$ cat config.mk
export PLATFORM = sky130hd
export DESIGN_NAME = mmc_cmd_engine
export DESIGN_NICKNAME = d
export VERILOG_FILES = /design/src/rtl/mmc_cmd_pkg.sv /design/src/rtl/mmc_tx_fifo.sv /design/src/rtl/mmc_rx_store.sv /design/src/rtl/mmc_crc7_acc.sv /design/src/rtl/mmc_cmd_engine.sv
export SDC_FILE = /design/constraint.sdc
export NUM_CORES = 1
export LEC_CHECK = 0
export ABC_AREA = 1
export CORE_MARGIN = 2
export CORE_UTILIZATION = 56
export CTS_CLUSTER_SIZE = 25
export DETAILED_ROUTE_END_ITERATION = 7
export MAX_ROUTING_LAYER = met4
export PLACE_DENSITY = 0.76
export SETUP_SLACK_MARGIN = 0.5
export SYNTH_ARGS = -nofsm -noshare
export SYNTH_HDL_FRONTEND = slang
export SYNTH_HIERARCHICAL = 1
export SYNTH_SLANG_ARGS = --single-unit
$ cat constraint.sdc
create_clock -name clk -period 2.8 [get_ports clk]
set_input_delay 0.7 -clock clk [delete_from_list [all_inputs] [get_ports clk]]
set_output_delay 0.7 -clock clk [all_outputs]
set_load 0.1 [all_outputs]
$ cat src/rtl/mmc_cmd_pkg.sv
package mmc_cmd_pkg;
  typedef enum logic [1:0] {ST_IDLE, ST_SEND, ST_WAIT, ST_RECV} eng_state_t;

  // One serial step of CRC7 with generator x^7 + x^3 + 1.
  function automatic logic [6:0] crc7_step(input logic [6:0] c, input logic b);
    logic fb;
    fb = b ^ c[6];
    return {c[5:0], 1'b0} ^ (fb ? 7'h09 : 7'h00);
  endfunction
endpackage

$ cat src/rtl/mmc_tx_fifo.sv
module mmc_tx_fifo #(
  parameter int W     = 8,
  parameter int IDX_W = 6,
  parameter int ARG_N = 4
) (
  input  logic               clk,
  input  logic               rst_n,
  input  logic               clr,
  input  logic               block,
  input  logic               wr_valid,
  output logic               wr_ready,
  input  logic [W-1:0]       wr_data,
  output logic [IDX_W-1:0]   idx,
  output logic [ARG_N*W-1:0] arg
);
  localparam int SLOTS = ARG_N + 1;
  localparam int PW    = $clog2(SLOTS + 1);

  logic [PW-1:0] wptr;

  assign wr_ready = (wptr < PW'(SLOTS)) && !block;

  always_ff @(posedge clk or negedge rst_n) begin
    if (!rst_n) begin
      wptr <= '0;
      idx  <= '0;
      arg  <= '0;
    end else if (clr) begin
      wptr <= '0;
    end else if (wr_valid && wr_ready) begin
      if (wptr == '0) idx <= wr_data[IDX_W-1:0];
      else arg[(SLOTS - 1 - int'(wptr))*W +: W] <= wr_data;
      wptr <= wptr + 1'b1;
    end
  end
endmodule

$ cat src/rtl/mmc_rx_store.sv
module mmc_rx_store #(
  parameter int W     = 8,
  parameter int DEPTH = 17
) (
  input  logic         clk,
  input  logic         rst_n,
  input  logic         flush,
  input  logic         rewind,
  input  logic         push,
  input  logic [W-1:0] push_data,
  output logic         rd_valid,
  input  logic         rd_ready,
  output logic [W-1:0] rd_data
);
  localparam int AW = $clog2(DEPTH + 1);

  logic [W-1:0]  mem [DEPTH];
  logic [AW-1:0] wcnt, rptr;

  assign rd_valid = rptr < wcnt;
  assign rd_data  = (rptr < AW'(DEPTH)) ? mem[rptr] : '0;

  always_ff @(posedge clk) begin
    if (push && !flush && wcnt < AW'(DEPTH)) mem[wcnt] <= push_data;
  end

  always_ff @(posedge clk or negedge rst_n) begin
    if (!rst_n) begin
      wcnt <= '0;
      rptr <= '0;
    end else if (flush) begin
      wcnt <= '0;
      rptr <= '0;
    end else begin
      if (push && wcnt < AW'(DEPTH)) wcnt <= wcnt + 1'b1;
      if (rewind) rptr <= '0;
      else if (rd_valid && rd_ready) rptr <= rptr + 1'b1;
    end
  end
endmodule

$ cat src/rtl/mmc_crc7_acc.sv
module mmc_crc7_acc import mmc_cmd_pkg::*; (
  input  logic       clk,
  input  logic       rst_n,
  input  logic       clear,
  input  logic       en,
  input  logic       bit_in,
  output logic [6:0] crc
);
  always_ff @(posedge clk or negedge rst_n) begin
    if (!rst_n)     crc <= '0;
    else if (clear) crc <= '0;
    else if (en)    crc <= crc7_step(crc, bit_in);
  end
endmodule

$ cat src/rtl/mmc_cmd_engine.sv
module mmc_cmd_engine import mmc_cmd_pkg::*; #(
  parameter int ARG_BYTES  = 4,
  parameter int BYTE_W     = 8,
  parameter int IDX_W      = 6,
  parameter int SHORT_BITS = 48,
  parameter int LONG_BITS  = 136
) (
  input  logic              clk,
  input  logic              rst_n,
  input  logic              cmd_wr_valid,
  output logic              cmd_wr_ready,
  input  logic [BYTE_W-1:0] cmd_wr_data,
  input  logic              resp_en,
  input  logic              resp_long,
  input  logic              crc_skip,
  input  logic              cmd_go,
  input  logic              tx_ptr_clr,
  input  logic              rx_ptr_clr,
  input  logic              ctl_reset,
  output logic              cmd_out,
  output logic              cmd_oe,
  input  logic              cmd_in,
  output logic              cmd_busy,
  output logic              eor_flag,
  output logic              fmt_ok,
  output logic              crc_ok,
  output logic              rsp_rd_valid,
  input  logic              rsp_rd_ready,
  output logic [BYTE_W-1:0] rsp_rd_data
);
  localparam int ARG_W    = ARG_BYTES * BYTE_W;
  localparam int HEAD_W   = 2 + IDX_W + ARG_W;
  localparam int FRAME_W  = HEAD_W + 8;
  localparam int RX_BYTES = LONG_BITS / BYTE_W;
  localparam int CNT_W    = $clog2(LONG_BITS + 1);
  localparam int BIX_W    = $clog2(BYTE_W);
  localparam logic [CNT_W-1:0] SEND_LAST = CNT_W'(FRAME_W - 1);
  localparam logic [CNT_W-1:0] S_LAST    = CNT_W'(SHORT_BITS - 1);
  localparam logic [CNT_W-1:0] L_LAST    = CNT_W'(LONG_BITS - 1);
  localparam logic [CNT_W-1:0] S_CRC_HI  = CNT_W'(SHORT_BITS - 9);
  localparam logic [CNT_W-1:0] L_CRC_HI  = CNT_W'(LONG_BITS - 9);
  localparam logic [CNT_W-1:0] L_CRC_LO  = CNT_W'(8);

  eng_state_t         state;
  logic               go_q, launch, take, push;
  logic               ren_q, long_q, skip_q;
  logic [CNT_W-1:0]   cnt, last_k, crc_lo, crc_hi;
  logic               in_crc, in_fld;
  logic [FRAME_W-1:0] shreg, frame;
  logic [HEAD_W-1:0]  head;
  logic [6:0]         tx_crc, rx_crc, fld_sh;
  logic [BYTE_W-1:0]  byte_sh;
  logic [IDX_W-1:0]   idx;
  logic [ARG_W-1:0]   arg;

  mmc_tx_fifo #(.W(BYTE_W), .IDX_W(IDX_W), .ARG_N(ARG_BYTES)) u_txf (
    .clk(clk), .rst_n(rst_n), .clr(tx_ptr_clr | launch), .block(cmd_busy),
    .wr_valid(cmd_wr_valid), .wr_ready(cmd_wr_ready), .wr_data(cmd_wr_data),
    .idx(idx), .arg(arg));

  mmc_rx_store #(.W(BYTE_W), .DEPTH(RX_BYTES)) u_rxs (
    .clk(clk), .rst_n(rst_n), .flush(launch), .rewind(rx_ptr_clr),
    .push(push), .push_data({byte_sh[BYTE_W-2:0], cmd_in}),
    .rd_valid(rsp_rd_valid), .rd_ready(rsp_rd_ready), .rd_data(rsp_rd_data));

  mmc_crc7_acc u_crc (
    .clk(clk), .rst_n(rst_n), .clear(launch), .en(take && in_crc),
    .bit_in(cmd_in), .crc(rx_crc));

  // Outgoing frame with its CRC7 over the header bits.
  always_comb begin
    head   = {2'b01, idx, arg};
    tx_crc = '0;
    for (int i = HEAD_W - 1; i >= 0; i--) tx_crc = crc7_step(tx_crc, head[i]);
    frame  = {head, tx_crc, 1'b1};
  end

  assign launch   = cmd_go && !go_q && (state == ST_IDLE) && !ctl_reset;
  assign cmd_busy = (state != ST_IDLE);
  assign cmd_oe   = (state == ST_SEND);
  assign cmd_out  = cmd_oe ? shreg[FRAME_W-1] : 1'b1;

  // Reply bit bookkeeping: which received bits feed the CRC, which are the field.
  assign take   = ((state == ST_WAIT) && !cmd_in) || (state == ST_RECV);
  assign last_k = long_q ? L_LAST : S_LAST;
  assign crc_hi = long_q ? L_CRC_HI : S_CRC_HI;
  assign crc_lo = long_q ? L_CRC_LO : '0;
  assign in_crc = (cnt >= crc_lo) && (cnt <= crc_hi);
  assign in_fld = (cnt > crc_hi) && (cnt < last_k);
  assign push   = take && (cnt[BIX_W-1:0] == '1);

  always_ff @(posedge clk or negedge rst_n) begin
    if (!rst_n) begin
      state    <= ST_IDLE;
      go_q     <= 1'b0;
      shreg    <= '0;
      cnt      <= '0;
      ren_q    <= 1'b0;
      long_q   <= 1'b0;
      skip_q   <= 1'b0;
      byte_sh  <= '0;
      fld_sh   <= '0;
      eor_flag <= 1'b0;
      fmt_ok   <= 1'b0;
      crc_ok   <= 1'b0;
    end else begin
      go_q <= cmd_go;
      if (ctl_reset) begin
        state <= ST_IDLE;
      end else begin
        case (state)
          ST_IDLE: if (launch) begin
            shreg    <= frame;
            cnt      <= '0;
            ren_q    <= resp_en;
            long_q   <= resp_long;
            skip_q   <= crc_skip;
            eor_flag <= 1'b0;
            fmt_ok   <= 1'b0;
            crc_ok   <= 1'b0;
            state    <= ST_SEND;
          end
          ST_SEND: begin
            shreg <= shreg << 1;
            if (cnt == SEND_LAST) begin
              cnt   <= '0;
              state <= ren_q ? ST_WAIT : ST_IDLE;
            end else begin
              cnt <= cnt + 1'b1;
            end
          end
          default: if (take) begin
            byte_sh <= {byte_sh[BYTE_W-2:0], cmd_in};
            if (in_fld) fld_sh <= {fld_sh[5:0], cmd_in};
            if (cnt == last_k) begin
              state    <= ST_IDLE;
              eor_flag <= 1'b1;
              fmt_ok   <= cmd_in;
              crc_ok   <= skip_q || (rx_crc == fld_sh);
            end else begin
              cnt   <= cnt + 1'b1;
              state <= ST_RECV;
            end
          end
        endcase
      end
    end
  end
endmodule

# Word level (Yosys, flattened, before mapping)
# Memory sizes are Yosys's and may differ from the RTL's.
# Cells that the tools add are included.
dict set report word_totals {
  register_bits 137
  latchBits 0
  ramBits 136
  romBits 0
  in_bits 20
  out_inout_bits 16
  mem_count 1
}
dict set report op_classes {
  add_sub_neg 6
  n_mul 0
  n_div 0
  magnitude_cmp 8
  eq_ne 11
  shifts 2
  muxes 80
  n_bitwise 83
  n_reduce_logical 43
}
# name words word_bits read_ports rd_clocked_by_memory_dff wr line_no
set mem_list {}
lappend mem_list {u_rxs.mem 17 8 1 0 1 mmc_rx_store.sv:17} ;# logic [W-1:0] mem [DEPTH];
# cell n
set op_table {}
lappend op_table {{bitwise XOR 7 x 4 -> 7 bit} 36}
lappend op_table {{2-to-1 mux 4 bit} 40}
lappend op_table {{case mux 48 bit (2 select lines)} 1}
lappend op_table {{2-to-1 mux 48 bit} 1}
lappend op_table {{2-to-1 mux 8 bit} 6}
lappend op_table {{bitwise XOR 1 bit} 36}
lappend op_table {{negator 32 -> 33 bit} 1}
lappend op_table {{variable shift 8 x 33 -> 32 bit (first input constant)} 1}
lappend op_table {{variable part select 8 x 33 -> 32 bit} 1}
lappend op_table {{bitwise mux 32 bit} 1}
lappend op_table {{2-to-1 mux 5 bit} 5}
lappend op_table {{2-to-1 mux 7 bit} 3}
lappend op_table {{AND reduction 3 bit} 6}
lappend op_table {{case mux 8 bit (2 select lines)} 1}
lappend op_table {{logical AND 1 bit} 14}
lappend op_table {{nonzero test 2 bit} 7}
lappend op_table {{2-to-1 mux 2 bit} 6}
lappend op_table {{adder 5 x 1 -> 5 bit (second input constant)} 2}
lappend op_table {{less-than comparator 5 bit (second input constant)} 2}
lappend op_table {{2-to-1 mux 1 bit} 10}
lappend op_table {{adder 8 x 1 -> 8 bit (second input constant)} 1}
lappend op_table {{equality test 8 x 6 -> 1 bit (second input constant)} 1}
lappend op_table {{equality test 8 bit} 1}
lappend op_table {{greater-or-equal comparator 8 x 4 -> 1 bit} 1}
lappend op_table {{other kinds (32)} 49}

# Longest topological paths before layout
dict set report logic_depth {
  word_depth 111
  depth_mapped 27
  ltp_nobuf 27
}

# Modules after synthesis
# Netlist, hierarchy kept.
# module n_inst cells_per_inst area_per_inst_um2 seq_area_each_um2
set by_module_without_submodules {}
lappend by_module_without_submodules {mmc_rx_store 1 596 6294.8 4334.2}
lappend by_module_without_submodules {mmc_cmd_engine 1 764 5296.3 1976.9}
lappend by_module_without_submodules {mmc_tx_fifo 1 247 1989.4 1026.0}
lappend by_module_without_submodules {mmc_crc7_acc 1 36 312.8 175.2}

# Worst setup path after synthesis
# OpenSTA, ideal clock, no wires.
dict set report synth_timing {
  path_kind {register -> output}
  start {register state[1]}
  end {output cmd_out}
  arrival_ps 3073
  required_ps 2100
  setup_slack_ps -973
  stages_incl_launch_ff 6
  path_cell_list {dfrtp_1 clkbuf_1 nor2_1 clkbuf_1 buf_1 nand2_1}
}
dict set report synth_between {
  elab_chain_cells 2
}
# item line_no
set synth_lines {}
lappend synth_lines {{from (decl)} mmc_cmd_engine.sv:44} ;# eng_state_t state;
lappend synth_lines {{from (signal assigned)} mmc_cmd_engine.sv:127} ;# state <= ren_q ? ST_WAIT : ST_IDLE;
lappend synth_lines {{equality test 2 x 1 -> 1 bit} mmc_cmd_engine.sv:80} ;# assign cmd_oe = (state == ST_SEND);
lappend synth_lines {{via cmd_oe} mmc_cmd_engine.sv:21} ;# output logic cmd_oe,
lappend synth_lines {{2-to-1 mux 1 bit} mmc_cmd_engine.sv:81} ;# assign cmd_out = cmd_oe ? shreg[FRAME_W-1] : 1'b1;
lappend synth_lines {{to (decl)} mmc_cmd_engine.sv:20} ;# output logic cmd_out,
# The timed path passes the listed nets, and every way through them passes these cells.

# Worst setup path in the final report
dict set report layout_timing {
  start {register u_rxs.rptr[0]}
  end {output rsp_rd_data[7]}
}
dict set report layout_between {
  elab_chain_cells 2
  elab_cells_between_ends 3
  cone_classes {order compare (1); mux (1); memory (1)}
}
# item line_no
set layout_lines {}
lappend layout_lines {{from (decl)} mmc_rx_store.sv:18} ;# logic [AW-1:0] wcnt, rptr;
lappend layout_lines {{from (signal assigned)} mmc_rx_store.sv:37} ;# else if (rd_valid && rd_ready) rptr <= rptr + 1'b1;
lappend layout_lines {{memory (17 x 8 bit) / less-than comparator 5 bit (equally long branches)} --}
lappend layout_lines {{2-to-1 mux 8 bit *} mmc_rx_store.sv:21} ;# assign rd_data = (rptr < AW'(DEPTH)) ? mem[rptr] : '0;
lappend layout_lines {{to (decl)} mmc_cmd_engine.sv:29} ;# output logic [BYTE_W-1:0] rsp_rd_data
# Every way passes the cells marked *; elsewhere a longest branch is shown, timed or not.

==> run_results.csv <==
group,metric,value,unit
run_status,status,"finished with violations",
run_status,violations,"setup timing",
floorplanning,ios,36,
grt,grt_pass1_wl,54580,µm
timing,finalMaxSlewViolations,0,
clock_network,path_clk_slew,0.06,ns
place,globalplace.congestion,0.9194,
finish,final_nets,1769,
grt,antenna_found_initial,0,
worst_setup_path,rrSetupSlack,0.05,ns
job,drv_cap,0,
yosys,async_flop_share,0.5018,
worst_setup_path,endpoint_kind,"output port",
yosys,synth.cell_area,13890,µm²
worst_setup_path,critPathRequiredTime,2.10,ns
detailed_routing,drt_iter0_markers,1112,
detailed_routing,ant_nets,0,
grt,grt_remaining_overflow,0,
worst_setup_path,crit_buf_inv,3,
clock_network,clock_latency,0.56,ns
floorplanning,rows,57,
place,place_inst,1982,
worst_setup_path,cpMostUsedCell,"nand2_1",
yosys,seq_area_frac_synth,0.5407,
yosys,netlist.area_leader.share,0.2939,
finish,final_common_cell,"nand2_1",
place,placement.setup.worst_slack,0.001824,ns
yosys,syn_inst,1643,
yosys,synth_top_cell_by_area,"edfxtp_1",
worst_setup_path,critPathSlowestCell,"dfrtp_2",
clock_network,clockBufferDepth,3,
timing,finalHoldViolations,0,
yosys,ys_warn_count,6,
timing,period_minus_slack,2.933,ns
finish,antennaDiodeCount,0,
finish,multi_input_area,6787,µm²
place,dpl.hpwl,22750,µm
floorplanning,dieWidth,161.5,µm
clock_network,root_buffer,"clkbuf_16",
timing,setup_viol,9,
timing,fmax,341.0,MHz
worst_setup_path,worstPathArrival,2.23,ns
clock_network,cts_sinks,273,
finish,drive_gt1_frac,0.2664,
clock_network,htree_levels,1,
floorplanning,core,24320,µm²
worst_setup_path,crit_chain,"clkinv_4, buf_12, nand2_1, nand2_1, nand2_1, nand2_1, nor2_1, nand2_1, nand3_2, nand2_2, buf_12",
timing,rsz0062_at_grt,"yes",
timing,finClkSkew,0.02063,ns
finish,fill_cells,1674,
floorplanning,die_h,161.5,µm
timing,relSlewSlack,0.3947,
place,port_buffers,35,
grt,grt_pass1_vias,10866,
yosys,post_synth_num_cell_types,42,
yosys,synth_top_flop_cell,"dfrtp_1",
timing,finalSetupTns,-0.6668,ns
timing,worstMarginPinSlew,0.9079,ns
yosys,syn_nets,1685,
detailed_routing,viasPerCell,5.653,
finish,area_growth,26.42,%
worst_setup_path,crit_path_start_kind,"register",
detailed_routing,wl_per_cell,17.96,µm
worst_setup_path,max_stage_delay,0.45,ns
yosys,avgSynthCellArea,8.456,µm²
floorplanning,start_util,0.5713,
finish,ff_latch_area,7528,µm²
grt,track_usage,0.2695,
yosys,synth.area.top_cells,"edfxtp_1, dfrtp_1, nand2_1",
yosys,synth-seq-cells,273,
detailed_routing,drc,0,
timing,setup_ws,-0.1328,ns
worst_setup_path,critical-path-top-delay-family,"simple AND/OR/NAND/NOR gates",
clock_network,cts_buffers,28,
finish,final_cells,2073,
detailed_routing,drt-pass1-iter-count,5,
floorplanning,die_area,26090,µm²
worst_hold_path,min-delay-path-class,"in2async",
worst_setup_path,cp_max_fo,20,
timing,post-route-period-util,1.047,
detailed_routing,totalWireLength,37230,µm
finish,layout_common_cells,"nand2_1, edfxtp_1, inv_1, dfrtp_1, nand2_2",
worst_setup_path,crit_type,"reg2out",
grt,grt_max_degree,87,
clock_network,cts_tree,"built",
detailed_routing,vias,11718,
timing,whs,0.1233,ns
yosys,synth-edff-count,136,
-- cells in the mapped netlist, types with 12 or more instances --
master	count
a21oi_1	45
dfrtp_1	137
nor3_1	16
nand2_2	48
o211ai_1	38
nand3_1	87
o21ai_0	71
clkbuf_1	23
nor2_1	88
o22ai_1	12
inv_2	23
edfxtp_1	136
nand2_1	642
inv_1	149
ha_1	22
-- through the flow --
step / util / instance area [µm²]
finish: 0.7222 / 17560
detailed placement: 0.6184 / 15040
floorplan: - / 14170
global placement: 0.6184 / 15040
global route: 0.7222 / 17560
CTS: 0.6781 / 16490
-- layer usage --
layer | wire length [µm] | GRT usage
met3 | 2684 | 0.03287
met1 | 14950 | 0.3596
met4 | 1219 | 0.07386
met2 | 18380 | 0.4408
met5 | 0 | -
-- timing repair --
| action | CTS | global route |
|---|---|---|
| hold buffers | 0 | 0 |
| pin swaps | 32 | 79 |
| resized for setup | 109 | 204 |
| gates cloned | 1 | 5 |
| endpoints found under the hold margin | 0 | 0 |
| endpoints found under the setup margin | 20 | 69 |
| setup buffers | 16 | 17 |
-- logic make-up after synthesis --
family,Yosys count,synth area share
DFF,273,0.5407
AOI/OAI and AO/OA,180,0.07448
xor gates and xnor gates,17,0.01072
and+or+nand+nor,935,0.2921
buffers and inverters,216,0.06214
adders and majority gates,22,0.01981
-- sequential cells by signal, indices dropped and copies added (netlist names), 2 cells and up --
name / count
u_rxs/mem: 136
shreg: 48
u_txf/arg: 32
cnt: 8
byte_sh: 7
fld_sh: 7
u_crc/crc: 7
u_txf/idx: 6
u_rxs/rptr: 5
u_rxs/wcnt: 5
u_txf/wptr: 3
state: 2
-- final timing paths --
| kind | from | end | cells after the start |
|---|---|---|---|
| hold reg to reg | shreg[0] | shreg[0] | 2 |
| min in group clk | shreg[0] | shreg[0] | 2 |
| max in group asynchronous | rst_n | u_txf/idx[5] | 2 |
| setup reg to reg | u_txf/arg[26] | shreg[5] | 25 |
| hold / removal | rst_n | cnt[3] | 1 |
| setup / recovery | u_rxs/rptr[0] | rsp_rd_data[7] | 11 |
-- cell type report --
cell class                 instances  area share
tap                              324     0.02308
clock inverter                    18     0.01033
multi-input combinational       1154      0.3864
timing repair buffer              95     0.06960
sequential                       273      0.4286
inverter                         175     0.03968
clock buffer                      34     0.04231
Power is not shown: default switching activity piles up to over one toggle a cycle in this logic, so the estimate is an artifact.
